File: src/rtl/tw_hostreg_pkg.sv
// Package: register layout of the two-wire controller host window.
// Each register is described by one configuration record. The record gives its
// offset, whether it is banked, its reset value and the write rule of every bit.
package tw_hostreg_pkg;

    localparam int AW   = 5;
    localparam int DW   = 8;
    localparam int NREG = 31;

    typedef struct packed {
        logic [AW-1:0] off;     // byte offset in the window
        logic          banked;  // 1: visible only in bank 'bank'
        logic          bank;
        logic [DW-1:0] rst;     // reset value
        logic [DW-1:0] store;   // bits loaded from write data
        logic [DW-1:0] w1c;     // bits cleared by writing 1
        logic [DW-1:0] w1s;     // bits set by writing 1 (write 0 keeps)
    } reg_cfg_t;

    // Register indices used by the special logic around the generic cells
    localparam int RI_DATA  = 0;
    localparam int RI_STAT  = 1;
    localparam int RI_CST   = 2;
    localparam int RI_CTL1  = 3;
    localparam int RI_CTL3  = 7;
    localparam int RI_CST2  = 8;
    localparam int RI_CST3  = 9;
    localparam int RI_FIFCS = 24;
    localparam int RI_TXCTL = 26;
    localparam int RI_TMO   = 27;
    localparam int RI_TXST  = 28;
    localparam int RI_RXST  = 29;
    localparam int RI_RXCTL = 30;

    // Layout function; indices 11..18 are the eight bank-0 address bytes
    function automatic reg_cfg_t reg_cfg(input int i);
        reg_cfg_t c;
        c = '{off: '0, banked: 1'b0, bank: 1'b0, rst: '0, store: 8'hFF, w1c: '0, w1s: '0};
        case (i)
            0:  c.off = 5'h00;
            1:  begin c.off = 5'h02; c.store = 8'h00; c.w1c = 8'hBC; end
            2:  begin c.off = 5'h04; c.rst = 8'h10; c.store = 8'h00; c.w1c = 8'h02; end
            3:  begin c.off = 5'h06; c.store = 8'hEC; end
            4:  c.off = 5'h08;
            5:  c.off = 5'h0A;
            6:  c.off = 5'h0C;
            7:  begin c.off = 5'h0E; c.rst = 8'hC0; c.store = 8'h3F; end
            8:  begin c.off = 5'h18; c.store = 8'h00; end
            9:  begin c.off = 5'h19; c.store = 8'h00; c.w1c = 8'h80; end
            10: begin c.off = 5'h1F; c.rst = 8'h81; c.store = 8'h00; end
            19: begin c.off = 5'h1A; c.banked = 1'b1; c.rst = 8'h07; end
            20: begin c.off = 5'h1B; c.banked = 1'b1; end
            21: begin c.off = 5'h1C; c.banked = 1'b1; end
            22: begin c.off = 5'h1D; c.banked = 1'b1; c.store = 8'hFC; c.w1c = 8'h02; end
            23: begin c.off = 5'h1E; c.banked = 1'b1; end
            24: begin c.off = 5'h10; c.banked = 1'b1; c.bank = 1'b1; c.store = 8'h08; c.w1c = 8'h82; end
            25: begin c.off = 5'h11; c.banked = 1'b1; c.bank = 1'b1; end
            26: begin c.off = 5'h12; c.banked = 1'b1; c.bank = 1'b1; end
            27: begin c.off = 5'h14; c.banked = 1'b1; c.bank = 1'b1; c.rst = 8'h3F;
                      c.store = 8'h7F; c.w1c = 8'h80; end
            28: begin c.off = 5'h1A; c.banked = 1'b1; c.bank = 1'b1; c.store = 8'h00; c.w1c = 8'h40; end
            29: begin c.off = 5'h1C; c.banked = 1'b1; c.bank = 1'b1; c.store = 8'h00; c.w1c = 8'h40; end
            30: begin c.off = 5'h1E; c.banked = 1'b1; c.bank = 1'b1; c.rst = 8'h01;
                      c.store = 8'hDF; c.w1s = 8'h20; end
            default: begin
                // bank-0 address bytes at 0x10..0x17
                c.off    = AW'(16 + i - 11);
                c.banked = 1'b1;
            end
        endcase
        return c;
    endfunction

endpackage

File: src/rtl/tw_reg_decode.sv
// Address decoder: turns the byte address and the current bank into one hit
// line per register. Assumes the layout in tw_hostreg_pkg has no two registers
// that are visible at the same offset in the same bank.
module tw_reg_decode
    import tw_hostreg_pkg::*;
#(
    parameter int N = NREG
) (
    input  logic [AW-1:0] addr,
    input  logic          bank,
    output logic [N-1:0]  hit
);
    for (genvar i = 0; i < N; i++) begin : g_hit
        localparam reg_cfg_t C = reg_cfg(i);
        // One comparator per register, with the bank qualifier for banked ones
        assign hit[i] = (addr == C.off) && (!C.banked || (bank == C.bank));
    end
endmodule

File: src/rtl/tw_reg_cell.sv
// One host register byte with per-bit write rules set by masks. Hardware set
// strobes win over every clear, and hardware clears win over host loads.
// Assumes the masks do not overlap for any bit.
module tw_reg_cell
    import tw_hostreg_pkg::*;
#(
    parameter logic [DW-1:0] RST   = '0,
    parameter logic [DW-1:0] STORE = '1,
    parameter logic [DW-1:0] W1C   = '0,
    parameter logic [DW-1:0] W1S   = '0
) (
    input  logic          clk,
    input  logic          rst_n,
    input  logic          wr,
    input  logic [DW-1:0] wdata,
    input  logic [DW-1:0] hw_set,
    input  logic [DW-1:0] hw_clr,
    output logic [DW-1:0] q
);
    logic [DW-1:0] q_n;

    // Next value: host load, host set and clear, then hardware clear and set
    always_comb begin
        q_n = q;
        if (wr) begin
            q_n = (q & ~STORE) | (wdata & STORE) | (wdata & W1S);
            q_n = q_n & ~(wdata & W1C);
        end
        q_n = (q_n & ~hw_clr) | hw_set;
    end

    // State register with synchronous reset
    always_ff @(posedge clk) begin
        if (!rst_n) q <= RST;
        else        q <= q_n;
    end
endmodule

File: src/rtl/tw_irq_agg.sv
// Interrupt aggregator: ORs the ungated sources with the gated sources that
// are enabled, qualifies the result with the global enable and registers it.
// Assumes all inputs are synchronous to clk.
module tw_irq_agg #(
    parameter int N_UNGATED = 3,
    parameter int N_GATED   = 5
) (
    input  logic                 clk,
    input  logic                 rst_n,
    input  logic                 global_en,
    input  logic [N_UNGATED-1:0] src_ungated,
    input  logic [N_GATED-1:0]   src_gated,
    input  logic [N_GATED-1:0]   src_en,
    output logic                 irq_q
);
    logic level;

    // Combined level of all active sources
    assign level = global_en && ((|src_ungated) || (|(src_gated & src_en)));

    // Registered output, low during reset
    always_ff @(posedge clk) begin
        if (!rst_n) irq_q <= 1'b0;
        else        irq_q <= level;
    end
endmodule

File: src/rtl/tw_hostreg.sv
// Host register window of a two-wire bus controller. It holds a common part
// and two banks selected by line-control bit 5, applies each bit's write rule,
// turns command bits into one-cycle pulses and drives a registered interrupt.
// Assumes one host access per cycle. A read strobe captures data at the clock
// edge, and the captured value is held until the next read.
module tw_hostreg
    import tw_hostreg_pkg::*;
(
    input  logic          clk,
    input  logic          rst_n,
    input  logic [AW-1:0] host_addr,
    input  logic [DW-1:0] host_wdata,
    input  logic          host_wr,
    input  logic          host_rd,
    output logic [DW-1:0] host_rdata,
    input  logic [DW-1:0] st_set,
    input  logic [DW-1:0] st_clr,
    input  logic          bb_set,
    input  logic          eob_set,
    input  logic          fifo_flag_set,
    input  logic          rx_thr_set,
    input  logic          tx_thr_set,
    input  logic          tmo_set,
    output logic          cmd_start,
    output logic          cmd_stop,
    output logic          fifo_clr,
    output logic          irq
);
    logic [NREG-1:0] hit;
    logic [DW-1:0]   reg_q  [NREG];
    logic [DW-1:0]   hw_set [NREG];
    logic [DW-1:0]   hw_clr [NREG];
    logic [DW-1:0]   rd_mux;
    logic            bank;
    logic            wr_ctl1;
    logic            wr_fifcs;

    assign bank     = reg_q[RI_CTL3][5];
    assign wr_ctl1  = host_wr && hit[RI_CTL1];
    assign wr_fifcs = host_wr && hit[RI_FIFCS];

    tw_reg_decode #(.N(NREG)) u_decode (
        .addr (host_addr),
        .bank (bank),
        .hit  (hit)
    );

    // Routes the sequencer strobes to the bits they set or clear
    always_comb begin
        for (int i = 0; i < NREG; i++) begin
            hw_set[i] = '0;
            hw_clr[i] = '0;
        end
        hw_set[RI_STAT]     = st_set;
        hw_clr[RI_STAT]     = st_clr;
        hw_set[RI_CST][1]   = bb_set;
        hw_set[RI_CST3][7]  = eob_set;
        hw_set[RI_FIFCS][1] = fifo_flag_set;
        hw_clr[RI_FIFCS][1] = wr_fifcs && host_wdata[6];
        hw_set[RI_TMO][7]   = tmo_set;
        hw_set[RI_TXST][6]  = tx_thr_set;
        hw_set[RI_RXST][6]  = rx_thr_set;
    end

    for (genvar i = 0; i < NREG; i++) begin : g_reg
        localparam reg_cfg_t C = reg_cfg(i);
        tw_reg_cell #(
            .RST   (C.rst),
            .STORE (C.store),
            .W1C   (C.w1c),
            .W1S   (C.w1s)
        ) u_cell (
            .clk    (clk),
            .rst_n  (rst_n),
            .wr     (host_wr && hit[i]),
            .wdata  (host_wdata),
            .hw_set (hw_set[i]),
            .hw_clr (hw_clr[i]),
            .q      (reg_q[i])
        );
    end

    // Interrupt sources: ungated {data-ready, neg-ack, bus error}; gated in pairs
    tw_irq_agg #(.N_UNGATED(3), .N_GATED(5)) u_irq (
        .clk         (clk),
        .rst_n       (rst_n),
        .global_en   (reg_q[RI_CTL1][2]),
        .src_ungated ({reg_q[RI_STAT][6], reg_q[RI_STAT][4], reg_q[RI_STAT][5]}),
        .src_gated   ({reg_q[RI_STAT][2], reg_q[RI_CST3][7], reg_q[RI_RXST][6],
                       reg_q[RI_TXST][6], reg_q[RI_FIFCS][1]}),
        .src_en      ({reg_q[RI_CTL1][6], reg_q[RI_CTL1][3], reg_q[RI_RXCTL][6],
                       reg_q[RI_TXCTL][6], reg_q[RI_FIFCS][3]}),
        .irq_q       (irq)
    );

    // AND-OR read multiplexer; pending flag merged into 0x18 bit 7
    always_comb begin
        rd_mux = '0;
        for (int i = 0; i < NREG; i++) begin
            if (hit[i]) rd_mux = rd_mux | reg_q[i];
        end
        if (hit[RI_CST2]) rd_mux = rd_mux | {irq, {(DW-1){1'b0}}};
    end

    // Read data register
    always_ff @(posedge clk) begin
        if (!rst_n)       host_rdata <= '0;
        else if (host_rd) host_rdata <= rd_mux;
    end

    // Command pulses from unstored command bits
    always_ff @(posedge clk) begin
        if (!rst_n) begin
            cmd_start <= 1'b0;
            cmd_stop  <= 1'b0;
            fifo_clr  <= 1'b0;
        end else begin
            cmd_start <= wr_ctl1 && host_wdata[0];
            cmd_stop  <= wr_ctl1 && host_wdata[1];
            fifo_clr  <= wr_fifcs && host_wdata[6];
        end
    end
endmodule

File: config.mk
export PLATFORM = sky130hd
export DESIGN_NAME = tw_hostreg
export DESIGN_NICKNAME = d
export VERILOG_FILES = /design/src/rtl/tw_hostreg_pkg.sv /design/src/rtl/tw_reg_decode.sv /design/src/rtl/tw_reg_cell.sv /design/src/rtl/tw_irq_agg.sv /design/src/rtl/tw_hostreg.sv
export SDC_FILE = /design/constraint.sdc
export NUM_CORES = 1
export LEC_CHECK = 0
export BUFFER_PORTS_ARGS = -buffer_cell sky130_fd_sc_hd__buf_2
export CORE_ASPECT_RATIO = 1.75
export CORE_MARGIN = 2
export CORE_UTILIZATION = 55
export CTS_CLUSTER_SIZE = 8
export DETAILED_ROUTE_END_ITERATION = 8
export HOLD_SLACK_MARGIN = 0.08
export PLACE_DENSITY_LB_ADDON = 0.1
export SLEW_MARGIN = 40
export SYNTH_ARGS = -nofsm -noshare
export SYNTH_HDL_FRONTEND = slang
export SYNTH_HIERARCHICAL = 1
export SYNTH_SLANG_ARGS = --single-unit
File: constraint.sdc
create_clock -name clk -period 2.3 [get_ports clk]
set_clock_uncertainty 0.05 [all_clocks]
set_input_delay 0.345 -clock clk [delete_from_list [all_inputs] [get_ports clk]]
set_output_delay 0.345 -clock clk [all_outputs]
set_load 0.01 [all_outputs]
# After elaboration in Yosys (flattened, before gate mapping)
# Index checks and enable logic that the tools add are counted.
[word_totals]
output_inout_bits = 12
rom_bits = 0
inputBits = 39
n_memories = 0
wordCells = 214
ramBits = 0
reg_bits = 244
latchBits = 0
[classes]
reduce_logical = 57
n_mux = 38
n_bitwise = 62
div_mod_pow = 0
n_eq_ne = 23
add_sub_neg = 0
n_lt_le_gt_ge = 0
n_mul = 0
n_shift = 0
[ops]
columns = ["cell", "n"]
rows = [
  ["$mux W8", 38],
  ["$or A8 B8 Y8", 32],
  ["$and A8 B8 Y8", 10],
  ["$eq A5 B5 Y1 const B", 16],
  ["$logic_and A1 B1 Y1", 53],
  ["$not A8 Y8", 4],
  ["$or A8 B7 Y8", 3],
  ["$eq A5 B4 Y1 const B", 4],
  ["$not A2 Y8", 2],
  ["$or A8 B2 Y8", 2],
  ["$or A8 B6 Y8", 2],
  ["$eq A5 B3 Y1 const B", 2],
  ["$not A7 Y8", 1],
  ["$or A2 B8 Y8", 1],
  ["$or A5 B8 Y8", 1],
  ["$or A6 B8 Y8", 1],
  ["$or A8 B4 Y8", 1],
  ["$and A5 B5 Y5", 1],
  ["$eq A5 B2 Y1 const B", 1],
  ["$logic_not A5 Y1", 1],
  ["$reduce_or A5 Y1", 1],
  ["$reduce_or A3 Y1", 1],
  ["$logic_or A1 B1 Y1", 1],
  ["$not A1 Y1", 1],
]

# Logic depth before layout (Yosys ltp)
[depth]
word_depth = 61
ltp_mapped = 9
depth_no_buf = 6

# Cells and area by module
# Netlist, hierarchy kept.
[by_module_without_submodules]
columns = ["module", "seq_area_each_um2", "area_per_inst_um2", "n_inst", "cells_each"]
rows = [
  ["tw_reg_cell (g_reg[0].u_cell ...)", 160.2, 382.9, 17, 42],
  ["tw_hostreg", 220.2, 2067.0, 1, 254],
  ["tw_reg_cell (g_reg[28].u_cell ...)", 160.2, 285.3, 4, 26],
  ["tw_reg_cell (g_reg[30].u_cell)", 160.2, 376.6, 1, 41],
  ["tw_reg_cell (g_reg[19].u_cell)", 160.2, 369.1, 1, 39],
  ["tw_reg_cell (g_reg[7].u_cell)", 160.2, 356.6, 1, 38],
  ["tw_reg_cell (g_reg[3].u_cell)", 160.2, 349.1, 1, 36],
  ["tw_reg_cell (g_reg[27].u_cell)", 160.2, 339.1, 1, 33],
  ["tw_reg_cell (g_reg[8].u_cell)", 160.2, 337.8, 1, 25],
  ["tw_reg_cell (g_reg[22].u_cell)", 160.2, 335.3, 1, 33],
  ["tw_reg_cell (g_reg[10].u_cell)", 160.2, 322.8, 1, 25],
  ["tw_reg_cell (g_reg[1].u_cell)", 160.2, 305.3, 1, 30],
  ["tw_reg_cell (g_reg[24].u_cell)", 160.2, 292.8, 1, 28],
  ["tw_reg_decode", 0.0, 265.3, 1, 48],
  ["tw_irq_agg", 20.0, 52.6, 1, 6],
]

# Worst setup path after synthesis
# OpenSTA, ideal clock, no wires.
[synth_path]
path_type = "input to register"
from = "input port host_addr[2]"
to = "register g_reg[0].u_cell.q[3]"
path_slack_ps = 346
arrival_time_ps = 1782
path_buffers = 3
cell_stages = 8
cell_sequence = "or2_2 -> buf_2 -> nor4_1 -> clkbuf_1 -> and2_1 -> buf_6 -> mux2i_1 -> o21ai_0"
[synth_via]
elab_chain_len = 2
[synth_rtl]
columns = ["element", "line", "text"]
rows = [
  ["start, declared", "tw_hostreg.sv:11", "input logic [AW-1:0] host_addr,"],
  ["$logic_not A5 Y1", "tw_reg_decode.sv:16", "assign hit[i] = (addr == C.off) && (!C.banked || (bank == C.bank));"],
  ["net hit[0]", "tw_hostreg.sv:29", "logic [NREG-1:0] hit;"],
  ["$logic_and A1 B1 Y1", "tw_hostreg.sv:75", ".wr (host_wr && hit[i]),"],
  ["end signal, assigned", "tw_reg_cell.sv:35", "else q <= q_n;"],
  ["end, declared", "tw_reg_cell.sv:18", "output logic [DW-1:0] q"],
]
# The timed path passes the listed nets, and every way through them passes these cells.
# A chain may end at the register's enable or synchronous reset.

# Worst setup path in the final report
[layout_path]
from = "register g_reg[7].u_cell.q[5]"
to = "register host_rdata[4]"
[layout_via]
word_cells_on_any_way = 62
[layout_rtl]
columns = ["element", "line", "text"]
rows = [
  ["start, declared", "tw_reg_cell.sv:18", ""],
  ["start signal, assigned", "tw_reg_cell.sv:35", ""],
  ["$not A1 Y1 (*)", "tw_reg_decode.sv:16", ""],
  ["$logic_and A1 B1 Y1 (*)", "tw_reg_decode.sv:16", ""],
  ["net hit[19]", "tw_hostreg.sv:29", ""],
  ["$mux W8 (*)", "tw_hostreg.sv:100", "if (hit[i]) rd_mux = rd_mux | reg_q[i];"],
  ["$or A8 B8 Y8", "tw_hostreg.sv:100", ""],
  ["$mux W8 (*)", "tw_hostreg.sv:100", ""],
  ["$or A8 B8 Y8", "tw_hostreg.sv:100", ""],
  ["$mux W8 (*)", "tw_hostreg.sv:100", ""],
  ["[... 12 more ...]", "-", ""],
  ["$or A8 B8 Y8", "tw_hostreg.sv:100", ""],
  ["$mux W8 (*)", "tw_hostreg.sv:100", ""],
  ["$or A8 B8 Y8", "tw_hostreg.sv:100", ""],
  ["$mux W8 (*)", "tw_hostreg.sv:100", ""],
  ["$or A8 B8 Y8", "tw_hostreg.sv:100", ""],
  ["$mux W8 (*)", "tw_hostreg.sv:100", ""],
  ["$or A8 B8 Y8", "tw_hostreg.sv:102", "if (hit[RI_CST2]) rd_mux = rd_mux | {irq, {(DW-1){1'b0}}};"],
  ["$mux W8 (*)", "tw_hostreg.sv:102", ""],
  ["end signal, assigned", "tw_hostreg.sv:108", "else if (host_rd) host_rdata <= rd_mux;"],
  ["end, declared", "tw_hostreg.sv:15", "output logic [DW-1:0] host_rdata,"],
]
# The timed path passes the listed nets; every way through them passes the cells marked *.

==> results.txt <==
via density per instance: 5.10
Buffers on Ports: 50
Synth Instances: 1452
Slowest-stage cell, CP: dfxtp_2
largest net degree at the start of global routing: 97
Detail Route Antenna Nets: 0
# IOs: 51
Fillers: 1902
max_cap viols: 0
DRC: 0
detailed-route via count: 12089
status: completed
min Tclk post-route: 2.21 ns
mapped cell area: 13400 um^2
Clock Pin Slew Worst Setup and Hold Paths: 0.06 ns
GRT Util Overall: 0.353
Final Hold Vio Count: 0
crit path kind: register to register
FF-to-FF End: host_rdata[4]
Slew @ Worst Pin: 0.778 ns
Avg Cell Area, Syn: 9.23 um^2
worst-path cell chain: nand2b_1 -> nor3_1 -> buf_12 -> a22o_1 -> a221oi_1 -> buf_4 -> nand4_1 -> o31a_1
most frequent cells in the layout: conb_1, dfxtp_1, mux2i_1
register-to-register path setup slack: 0.09 ns
Core ar.: 23900 um^2
share of cells above drive strength 1: 0.122
CP Launch Type: register
ANT cells: 0
achievable clock frequency: 452 MHz
Hold Path Stages: 3
area grow syn2layout: 29.8%
final core utilization: 0.727
PwrDens: 662 nW/um^2
Worst VDD drop: 677 uV
critical path's top delay family: compound AO/OA/AOI/OAI gates
Die Span X: 122 um
commonest non-fill, non-tap cell in the layout: conb_1
Max FO, Critical Path: 9
die height: 211 um
die area: 25700 um^2
Initial Util: 0.560
Cell Rows: 75
area post-placement: 16100 um^2
RD Place Congestion: 1.00
Hold Crit Class: input pin to register
RSZ-0062 raised after global routing: false
root buf cell: clkbuf_16
crit path DAT: 2.57 ns
CTS tree: done
routed wire length: 44200 um
initial antenna violation count: 0
Worst-Skew Late Latency: 0.53 ns
Worst slew margin: 0.481
design area: 17400 um^2
Critical path buffers and inverters: 2
wire length per cell: 18.7 um
sink of the worst hold path: g_reg[1].u_cell/q[3]
Clock Sink Count: 260
CP required: 2.66 ns
cts bufs inserted: 38
CTS Buffer Depth: 3
ratio of final minimum period to clock period: 0.961
CP Capture Type: register
Initial DRT Pass Iterations: 5
wire length of the first global-routing pass: 67800 um
Remaining Overflow, GRT: 0
worst-case reg-to-reg path depth: 8
Finish-stage setup viols: 0
dpl hpwl: 31500 um
nets: 2099
vias in the first global route: 12003
Ys Warns: 6
Hold Startpoint: st_clr[3]
CP peak stage delay: 0.41 ns
Crit Reg-Reg Startpoint: g_reg[7].u_cell/q[5]
Leak: 7.39 nW
Iter 0 DRT Violations: 1082
final slew viol count: 0
htree depth: 2
==> flip-flops by register name, indices dropped and copies added (netlist names) <==
register and flops:
g.u_cell/q 248, host_rdata 8, cmd_start 1, cmd_stop 1, fifo_clr 1, u_irq/irq_q 1
==> power breakdown <==
group          internal [W]  switching (W)
Sequential          0.00484       0.000252
Clock               0.00321        0.00198
Combinational      0.000538       0.000700
Total               0.00859        0.00294
==> worst register-to-register path, stage by stage, from the launching register on <==
cell and delay (ns):
dfxtp_2 0.41, nand2b_1 0.18, nor3_1 0.10, buf_12 0.17, a22o_1 0.21, a221oi_1 0.29, buf_4 0.21, nand4_1 0.20
o31a_1 0.29
==> timing repair <==
| item | in CTS | in global routing |
|---|---|---|
| hold endpoints to repair | 14 | 0 |
| gates resized for setup | 0 | 3 |
| setup endpoints to repair | 0 | 15 |
| buffers inserted | 0 | 0 |
| hold buffers | 19 | 0 |
==> cell type report <==
type                            instances  area [um^2]  share of cell area
Inverter                               14         52.6             0.00302
Clock buffer                           41         1030              0.0589
Sequential cell                       260         5210               0.299
Clock inverter                          1         30.0             0.00173
Timing Repair Buffer                  190         1560              0.0896
Multi-Input combinational cell       1556         9150               0.526
Tap cell                              308          385              0.0221
==> worst max path at each step <==
stage | startpoint | end | cells after the start
after floorplan | host_addr[2] | g_reg[0].u_cell/q[3] | 8
after global placement | host_addr[3] | host_rdata[0] | 8
after detailed placement | host_addr[2] | host_rdata[0] | 8
after CTS | g_reg[7].u_cell/q[5] | host_rdata[4] | 8
after global routing | g_reg[7].u_cell/q[5] | g_reg[17].u_cell/q[5] | 7
final | g_reg[7].u_cell/q[5] | host_rdata[4] | 8
==> routing by layer <==
metal	global-route usage	share of wire	wire [um]	vias to the layer above
li1	-	-	-	5881
met1	0.406	0.39	17100	5616
met2	0.602	0.48	21400	428
met3	0.0549	0.057	2530	164
met4	0.219	0.073	3220	0
met5	0	0	0	-
==> through the flow <==
step | std cells | hold WS [ns] | TNS (ns) | total power [W] | setup WS [ns]
floorplan | 1924 | 0.375 | 0 | 0.00588 | 0.346
finish | 2370 | 0.113 | 0 | 0.0115 | 0.0898
detailed placement | 2309 | 0.419 | -0.311 | 0.00633 | -0.110
CTS | 2370 | 0.0809 | 0 | 0.0115 | 0.00133
global route | 2370 | 0.0982 | 0 | 0.0119 | 0.0249
global placement | 2309 | 0.414 | -0.314 | 0.00629 | -0.119
Power figures use the tool's default switching activity.
